--- src/rtl/irq_agg_pkg.sv ---
// Package irq_agg_pkg
// Holds the register addresses and the fixed bit positions of the
// aggregated status word. It assumes at most 4 channels and at most
// 7 execution units, so that the fields do not collide.
package irq_agg_pkg;
    localparam int REG_W    = 64;
    localparam int TMO_BIT  = 15;
    localparam int OVF_BASE = 20;
    localparam int CH_BASE  = 24;
    localparam int EU_BASE  = 0;

    typedef enum logic [1:0] {
        ADDR_MASK   = 2'd0,
        ADDR_STATUS = 2'd1,
        ADDR_CLEAR  = 2'd2
    } reg_addr_e;

    // Mask of the bits that belong to a source
    function automatic logic [REG_W-1:0] valid_bits(input int n_ch, input int n_eu);
        logic [REG_W-1:0] m;
        m = '0;
        m[TMO_BIT] = 1'b1;
        for (int c = 0; c < n_ch; c++) begin
            m[OVF_BASE + c]         = 1'b1;
            m[CH_BASE + 2*c]        = 1'b1;
            m[CH_BASE + 2*c + 1]    = 1'b1;
        end
        for (int e = 0; e < n_eu; e++) begin
            m[EU_BASE + 2*e]        = 1'b1;
            m[EU_BASE + 2*e + 1]    = 1'b1;
        end
        return m;
    endfunction
endpackage

--- src/rtl/irq_done_counter.sv ---
// Module irq_done_counter
// Counts the done events of one channel that the host has not yet
// acknowledged. It emits a one-cycle overflow pulse when the count
// would pass LIMIT, then saturates. A clear zeroes the count. A done
// event in the same cycle as the clear restarts the count at one.
module irq_done_counter #(
    parameter int LIMIT = 15
) (
    input  logic clk,
    input  logic rst_n,
    input  logic done_i,
    input  logic clr_i,
    output logic ovf_o
);
    localparam int CNT_W = $clog2(LIMIT + 2);
    localparam logic [CNT_W-1:0] CNT_LIM = CNT_W'(LIMIT);
    localparam logic [CNT_W-1:0] CNT_SAT = CNT_W'(LIMIT + 1);

    logic [CNT_W-1:0] cnt_q;

    // Overflow fires on the done event that would pass the limit
    assign ovf_o = done_i && !clr_i && (cnt_q == CNT_LIM);

    // Pending-done count with clear, restart and saturation
    always_ff @(posedge clk) begin
        if (!rst_n)
            cnt_q <= '0;
        else if (clr_i)
            cnt_q <= done_i ? CNT_W'(1) : '0;
        else if (done_i && cnt_q != CNT_SAT)
            cnt_q <= cnt_q + CNT_W'(1);
    end

    AST_CLR_RESTARTS: assert property (@(posedge clk) disable iff (!rst_n)
        clr_i |=> (cnt_q <= CNT_W'(1)));
    AST_OVF_ONCE: assert property (@(posedge clk) disable iff (!rst_n)
        ovf_o |=> !ovf_o);
endmodule

--- src/rtl/irq_status_reg.sv ---
// Module irq_status_reg
// A sticky event register. An event sets its bit. Writing 1 to the
// clear mask drops the bit, but an event in the same cycle wins.
// Positions outside VALID never hold a 1.
module irq_status_reg #(
    parameter int W = 64,
    parameter logic [W-1:0] VALID = '1
) (
    input  logic         clk,
    input  logic         rst_n,
    input  logic [W-1:0] evt_i,
    input  logic [W-1:0] clr_i,
    output logic [W-1:0] st_o
);
    logic [W-1:0] st_q;

    // Set on event, clear on request, event has priority
    always_ff @(posedge clk) begin
        if (!rst_n)
            st_q <= '0;
        else
            st_q <= ((st_q & ~clr_i) | evt_i) & VALID;
    end

    assign st_o = st_q;

    AST_EVENT_SETS: assert property (@(posedge clk) disable iff (!rst_n)
        ((evt_i & VALID) != '0) |=> ((st_q & $past(evt_i & VALID)) == $past(evt_i & VALID)));
    AST_STICKY_HOLD: assert property (@(posedge clk) disable iff (!rst_n)
        (clr_i == '0) |=> ((st_q & $past(st_q)) == $past(st_q)));
endmodule

--- src/rtl/irq_aggregator.sv ---
// Module irq_aggregator
// Top level. It maps the sources onto the status word and keeps one
// pending-done counter per channel. It holds the mask register, decodes
// the register bus and combines the unmasked status into one interrupt.
// It assumes NUM_CH <= 4 and NUM_EU <= 7.
module irq_aggregator
    import irq_agg_pkg::*;
#(
    parameter int NUM_CH    = 4,
    parameter int NUM_EU    = 6,
    parameter int OVF_LIMIT = 15
) (
    input  logic              clk,
    input  logic              rst_n,
    input  logic [NUM_CH-1:0] ch_done_i,
    input  logic [NUM_CH-1:0] ch_err_i,
    input  logic [NUM_EU-1:0] eu_done_i,
    input  logic [NUM_EU-1:0] eu_err_i,
    input  logic              timeout_i,
    input  logic              bus_wr_i,
    input  logic [1:0]        bus_addr_i,
    input  logic [63:0]       bus_wdata_i,
    output logic [63:0]       bus_rdata_o,
    output logic              irq_o
);
    localparam logic [REG_W-1:0] VALID = valid_bits(NUM_CH, NUM_EU);

    logic [REG_W-1:0]  mask_q;
    logic [REG_W-1:0]  status;
    logic [REG_W-1:0]  events;
    logic [REG_W-1:0]  clr_vec;
    logic [NUM_CH-1:0] ovf_evt;

    // Clear vector is live only during a write to the clear address
    assign clr_vec = (bus_wr_i && bus_addr_i == ADDR_CLEAR) ? bus_wdata_i : '0;

    // Place every source pulse on its status position
    always_comb begin
        events = '0;
        events[TMO_BIT] = timeout_i;
        for (int c = 0; c < NUM_CH; c++) begin
            events[OVF_BASE + c]      = ovf_evt[c];
            events[CH_BASE + 2*c]     = ch_err_i[c];
            events[CH_BASE + 2*c + 1] = ch_done_i[c];
        end
        for (int e = 0; e < NUM_EU; e++) begin
            events[EU_BASE + 2*e]     = eu_err_i[e];
            events[EU_BASE + 2*e + 1] = eu_done_i[e];
        end
    end

    // One pending-done counter per channel
    for (genvar c = 0; c < NUM_CH; c++) begin : g_ch
        irq_done_counter #(.LIMIT(OVF_LIMIT)) u_cnt (
            .clk    (clk),
            .rst_n  (rst_n),
            .done_i (ch_done_i[c]),
            .clr_i  (clr_vec[CH_BASE + 2*c + 1]),
            .ovf_o  (ovf_evt[c])
        );
    end

    irq_status_reg #(.W(REG_W), .VALID(VALID)) u_status (
        .clk   (clk),
        .rst_n (rst_n),
        .evt_i (events),
        .clr_i (clr_vec),
        .st_o  (status)
    );

    // Mask register, only source positions are writable
    always_ff @(posedge clk) begin
        if (!rst_n)
            mask_q <= '0;
        else if (bus_wr_i && bus_addr_i == ADDR_MASK)
            mask_q <= bus_wdata_i & VALID;
    end

    // Read mux
    always_comb begin
        case (bus_addr_i)
            ADDR_MASK:   bus_rdata_o = mask_q;
            ADDR_STATUS: bus_rdata_o = status;
            default:     bus_rdata_o = '0;
        endcase
    end

    // Combined interrupt
    assign irq_o = |(status & mask_q);

    AST_IRQ_NEEDS_MASK: assert property (@(posedge clk) disable iff (!rst_n)
        irq_o |-> (mask_q != '0 && status != '0));
    AST_RSVD_ZERO: assert property (@(posedge clk) disable iff (!rst_n)
        ((bus_rdata_o & ~VALID) == '0));
endmodule

--- config.mk ---
export PLATFORM = sky130hd
export DESIGN_NAME = irq_aggregator
export DESIGN_NICKNAME = d
export VERILOG_FILES = /design/src/rtl/irq_agg_pkg.sv /design/src/rtl/irq_done_counter.sv /design/src/rtl/irq_status_reg.sv /design/src/rtl/irq_aggregator.sv
export SDC_FILE = /design/constraint.sdc
export NUM_CORES = 1
export LEC_CHECK = 0
export ABC_AREA = 1
export BUFFER_PORTS_ARGS = -buffer_cell sky130_fd_sc_hd__buf_2
export CORE_AREA = 2 2 117 119
export CTS_CLUSTER_SIZE = 12
export DETAILED_ROUTE_END_ITERATION = 10
export DIE_AREA = 0 0 119 121
export SYNTH_ARGS = -nofsm -noshare
export SYNTH_HDL_FRONTEND = slang
export SYNTH_SLANG_ARGS = --single-unit
--- constraint.sdc ---
create_clock -name clk -period 1.15 [get_ports clk]
set_input_delay 0.1725 -clock clk [delete_from_list [all_inputs] [get_ports clk]]
set_output_delay 0.1725 -clock clk [all_outputs]
set_load 0.02 [all_outputs]
---- After elaboration in Yosys (flattened, before gate mapping) ----
Cells that the tools add are included.
operators by class
  $add $sub $neg .......................... 4
  $mul .................................... 0
  div/mod/pow operators ................... 0
  $lt $le $gt $ge ......................... 0
  equal/unequal tests ..................... 10
  shift-type cells ........................ 0
  muxes and demuxes ....................... 14
  bitwise logic cells ..................... 4
  reductions and logical operators ........ 24
operators by type and width
  cell                                                 number
  AND 32 bit                                           2
  case mux 32 bit (2 select lines)                     1
  OR reduction 64 bit                                  1
  2-to-1 mux 5 bit                                     8
  2-to-1 mux 32 bit                                    1
  inverter 32 bit                                      1
  bitwise OR 32 bit                                    1
  adder 5 x 1 -> 5 bit, second input constant          4
  equality test 5 x 4 -> 1 bit, second input constant  4
  != test 5 bit, second input constant                 4
  logical AND 1 bit                                    14
  nonzero test 2 bit                                   4
  zero test 1 bit                                      4
  2-to-1 mux 1 bit                                     4
  equality test 2 x 1 -> 1 bit, second input constant  1
  equality test 2 bit, second input constant           1
  zero test 2 bit                                      1
storage, ports and cells
  register bits after elaboration ......... 70
  bits in latches ......................... 0
  RAM bits ................................ 0
  ROM bits ................................ 0
  input bits .............................. 90
  output and inout port bits .............. 65
  word-level logic and storage cells ...... 62
  memories ................................ 0

---- Longest topological paths before layout ----
  word-level depth ........................ 7
  depth in mapped cells ................... 9
  gate-level depth less buffers ........... 9

---- Cells and area by module ----
From an unflattened synthesis, not the netlist that was laid out.
second synthesis, totals
  cells, all modules ...................... 829
  area, all modules ....................... 4967.3 um^2
by module, submodules not included
  module            instances  cells each  area each (um^2)  seq. area each (um^2)
  irq_aggregator    1          461         2346.0            500.5
  irq_done_counter  4          50          329.1             100.1
  irq_status_reg    1          168         1305.0            500.5

---- Worst setup path after synthesis ----
Ideal clock, no wire load.
  path type ............................... reg2reg
  start ................................... register g_ch[2].u_cnt.cnt_q[0]
  end ..................................... register g_ch[2].u_cnt.cnt_q[4]
  setup time .............................. 0.116 ns
  arrival time ............................ 1.103 ns
  required time ........................... 1.034 ns
  setup slack ............................. -0.068 ns
  stages on the path, launching flop included .. 7
  buffers on the path ..................... 0
  clock period less this slack ............ 1.218 ns
  cell sequence ........................... dfxtp_1 ha_1 nand2_1 nor2_1 ha_1 nand3_1 and3_1
on the way
  longest elaborated chain between the ends .. 3
  elaborated cells on any way between the ends .. 6
  classes of those cells .................. add/sub: 1; eq/ne: 1; mux: 2; reduce/logical: 2
RTL lines
  what                                                    RTL line                                        source
  start, declared                                         irq_done_counter.sv:19                          logic [CNT_W-1:0] cnt_q;
  start signal, assigned                                  irq_done_counter.sv:29                          cnt_q <= done_i ? CNT_W'(1) : '0;
  start signal, assigned                                  irq_done_counter.sv:31                          cnt_q <= cnt_q + CNT_W'(1);
  adder 5 x 1 -> 5 bit or != test 5 bit (tied branches)   irq_done_counter.sv:31, irq_done_counter.sv:30
  2-to-1 mux 5 bit or logical AND 1 bit (tied branches)   irq_done_counter.sv:30                          else if (done_i && cnt_q != CNT_SAT)
  2-to-1 mux 5 bit or nonzero test 2 bit (tied branches)  --
Parallel ways exist; a longest one is shown, timed or not. The select of a mux whose other input is x is not followed.
A chain may end at the register's enable or synchronous reset.

---- Worst setup path after layout ----
  start ................................... register u_status.st_q[5], in the netlist u_status.st_o[5]
  end ..................................... output irq_o
on the way
  longest elaborated chain between the ends .. 2
RTL lines
  what                    RTL line              source
  start, declared         irq_status_reg.sv:15  logic [W-1:0] st_q;
  start signal, assigned  irq_status_reg.sv:22  st_q <= ((st_q & ~clr_i) | evt_i) & VALID;
  AND 32 bit              irq_aggregator.sv:89  assign irq_o = |(status & mask_q);
  OR reduction 64 bit     irq_aggregator.sv:89
  end, declared           irq_aggregator.sv:24  output logic irq_o
Every way passes these cells.

==> impl_metrics.py <==
metrics = {
    "place": {
        "port_buffers": 76,
        "hpwl_um": 7640,
        "placedCellCount": 835,
        "gp_congestion": 0.782,
    },
    "power_and_ir_drop": {
        "power.leakage_uw": 0.00272,
        "power_density_nw_per_um2": 1130,
        "peakVddDrop_v": 0.000551,
        "finalPower_uw": 6620,
    },
    "logic_synthesis": {
        "ys_seq_area_frac": 0.364,
        "netlist_area_um2": 3850,
        "syn_inst": 576,
        "yosysTopAreaCellShare": 0.364,
        "synth_edf_count": 0,
        "synthTopCellsByCount": "145 x nand2_1, 78 x inv_1, 70 x dfxtp_1",
        "synth_most_common_cell": "nand2_1",
        "yosys.area.top_type": "dfxtp_1",
        "synthDistinctLibCells": 21,
        "synth_flop_cell": "dfxtp_1",
        "yosys_warnings": 0,
        "syn_avg_cell_area_um2": 6.68,
        "synth-seq-cells": 70,
        "synthArstFlopShare": 0,
        "synth_area_leaders": "dfxtp_1 36%, nand2_1 14%, o21ai_0 7.9%",
    },
    "clock_network": {
        "max-clock-path-buffers": 2,
        "postCtsHoldBufs": 0,
        "cts_root_buf": "clkbuf_16",
        "clk_pin_slew_worst_paths_ns": 0.05,
        "clock_sinks": 70,
        "htreeDepth": 3,
        "cts_tree": "done",
        "clkLatencyLatePin_ns": 0.33,
        "cts_buffers": 9,
    },
    "floorplanning": {
        "start_util": 0.294,
        "core_um2": 13100,
        "die-area_um2": 14400,
        "fp.dieW_um": 119,
        "die_h_um": 121,
        "ios": 155,
        "rows": 42,
    },
    "final_layout": {
        "drive_gt1_frac": 0.465,
        "fin_util": 0.448,
        "antenna_cells": 0,
        "fin_nets": 791,
        "final_cells": 870,
        "syn2layout_area_growth_pct": 52.4,
    },
    "sta": {
        "min_period_over_period": 1.27,
        "skew_ns": 0.00458,
        "setup_viol": 14,
        "fmax_mhz": 684,
        "hold_viol": 0,
        "slew_violations": 0,
        "period_minus_slack_ns": 1.46,
        "rsz0062_at_grt": "true",
        "setup_ws_ns": -0.312,
    },
    "worst_setup_path": {
        "cp_max_fo": 3,
        "endpoint_kind": "output port",
        "start_kind": "flip-flop",
        "r2r_slack_ns": -0.16,
        "crit_arrival_ns": 1.29,
        "critPathKind": "flip-flop to output port",
        "crit_required_ns": 0.98,
    },
    "routing": {
        "drt_wl_total_um": 11500,
        "drc": 0,
        "wl_per_cell_um": 13.2,
        "drt_pass1_iterations": 4,
        "viasPerCell": 4.44,
        "first_iter_violations": 177,
        "ant_nets": 0,
        "vias": 3867,
    },
    "worst_hold_path": {
        "hold_class": "primary input to flip-flop",
    },
    "global_route": {
        "antenna_found_initial": 0,
        "grt_usage": 0.156,
        "grt_max_degree": 31,
        "gr-total-overflow": 0,
        "grt_pass1_wl_um": 17900,
        "first_global_vias": 3625,
    },
    "flow_run": {
        "drv_cap": 0,
    },
    "run_status": {
        "violations": "setup timing",
        "outcome": "complete, but fails checks",
    },
}
-- cells in the final DEF (no fill, tap or decap), types with 16 or more instances in the layout --
cell type / instances
nand2_1: 91
inv_1: 59
o21ai_0: 51
buf_2: 48
a21oi_1: 46
buf_6: 42
nand2_2: 39
conb_1: 39
dfxtp_2: 36
buf_4: 29
nor2_1: 27
nand3_2: 26
dfxtp_1: 26
nand2_4: 16
-- flip-flops by register name (all words and copies together) (netlist names) --
name / count
g_ch.u_cnt.cnt_q: 20
mask_q: 25
u_status.st_o: 25
-- critical path: stages, from the launching register on --
cell	delay (ns)
dfxtp_2	0.33
nand2_1	0.07
nand2_1	0.07
nor2_1	0.10
nand2_1	0.05
nor2_1	0.11
nand2_1	0.09
buf_6	0.14
-- area by class of cell --
cell class                 instances  area (um^2)
sequential                        70         1480
tap                              176          220
clock inverter                     4         20.0
timing repair buffer             127         1100
fill                            1314         7220
clock buffer                      12          267
inverter                          80          314
multi-input combinational        401         2470
-- worst paths after layout --
kind / startpoint / endpoint / cells after the start
min: eu_done_i[5] / u_status.st_o[11] / 3
min reg2reg: u_status.st_o[8] / u_status.st_o[8] / 2
max reg2reg: g_ch[2].u_cnt.cnt_q[1] / g_ch[2].u_cnt.cnt_q[4] / 6
max: u_status.st_o[5] / irq_o / 7
-- per-stage QoR --
step / setup slack, ns / setup TNS [ns] / area [um^2] / hold slack [ns]
CTS: -0.320 / -1.11 / 5370 / 0.0587
finish: -0.312 / -1.04 / 5870 / 0.0665
global route: -0.383 / -2.55 / 5870 / 0.0712
detailed placement: -0.146 / -1.95 / 4520 / 0.420
floorplan: -0.0289 / -0.0646 / 4020 / 0.306
global placement: -0.117 / -1.63 / 4520 / 0.414
-- per-layer routing --
metal,global-route usage,up-vias,routed length [um]
met5,0,-,0
met2,0.276,86,5950
met1,0.192,1791,5030
met3,0.0362,9,426
met4,0.0394,0,106
li1,-,1981,-
-- cells by family (layout without fill, tap and decap cells) --
| family | after synthesis | in the layout | synth area share |
|---|---|---|---|
| simple gates | 236 | 236 | 0.261 |
| buf+inv | 143 | 223 | 0.186 |
| compound gates | 114 | 114 | 0.148 |
| flops | 70 | 70 | 0.364 |
| fa+ha+maj | 12 | 12 | 0.0390 |
| other cells | 1 | 39 | 0.000974 |
-- where the power goes --
group | switching [uW] | total [uW] | internal, uW | leakage (uW)
logic | 736 | 1280 | 542 | 0.00198
registers | 126 | 2700 | 2570 | 0.000591
clock network | 1030 | 2650 | 1620 | 0.000148
total | 1890 | 6620 | 4740 | 0.00272
-- repair_timing --
action,CTS,global route
buffers inserted,15,5
resized for setup,158,129
gates cloned,1,0
hold endpoints to repair,0,0
pin swaps,53,62
setup endpoints to repair,47,65
Power figures use the tool's default switching activity.
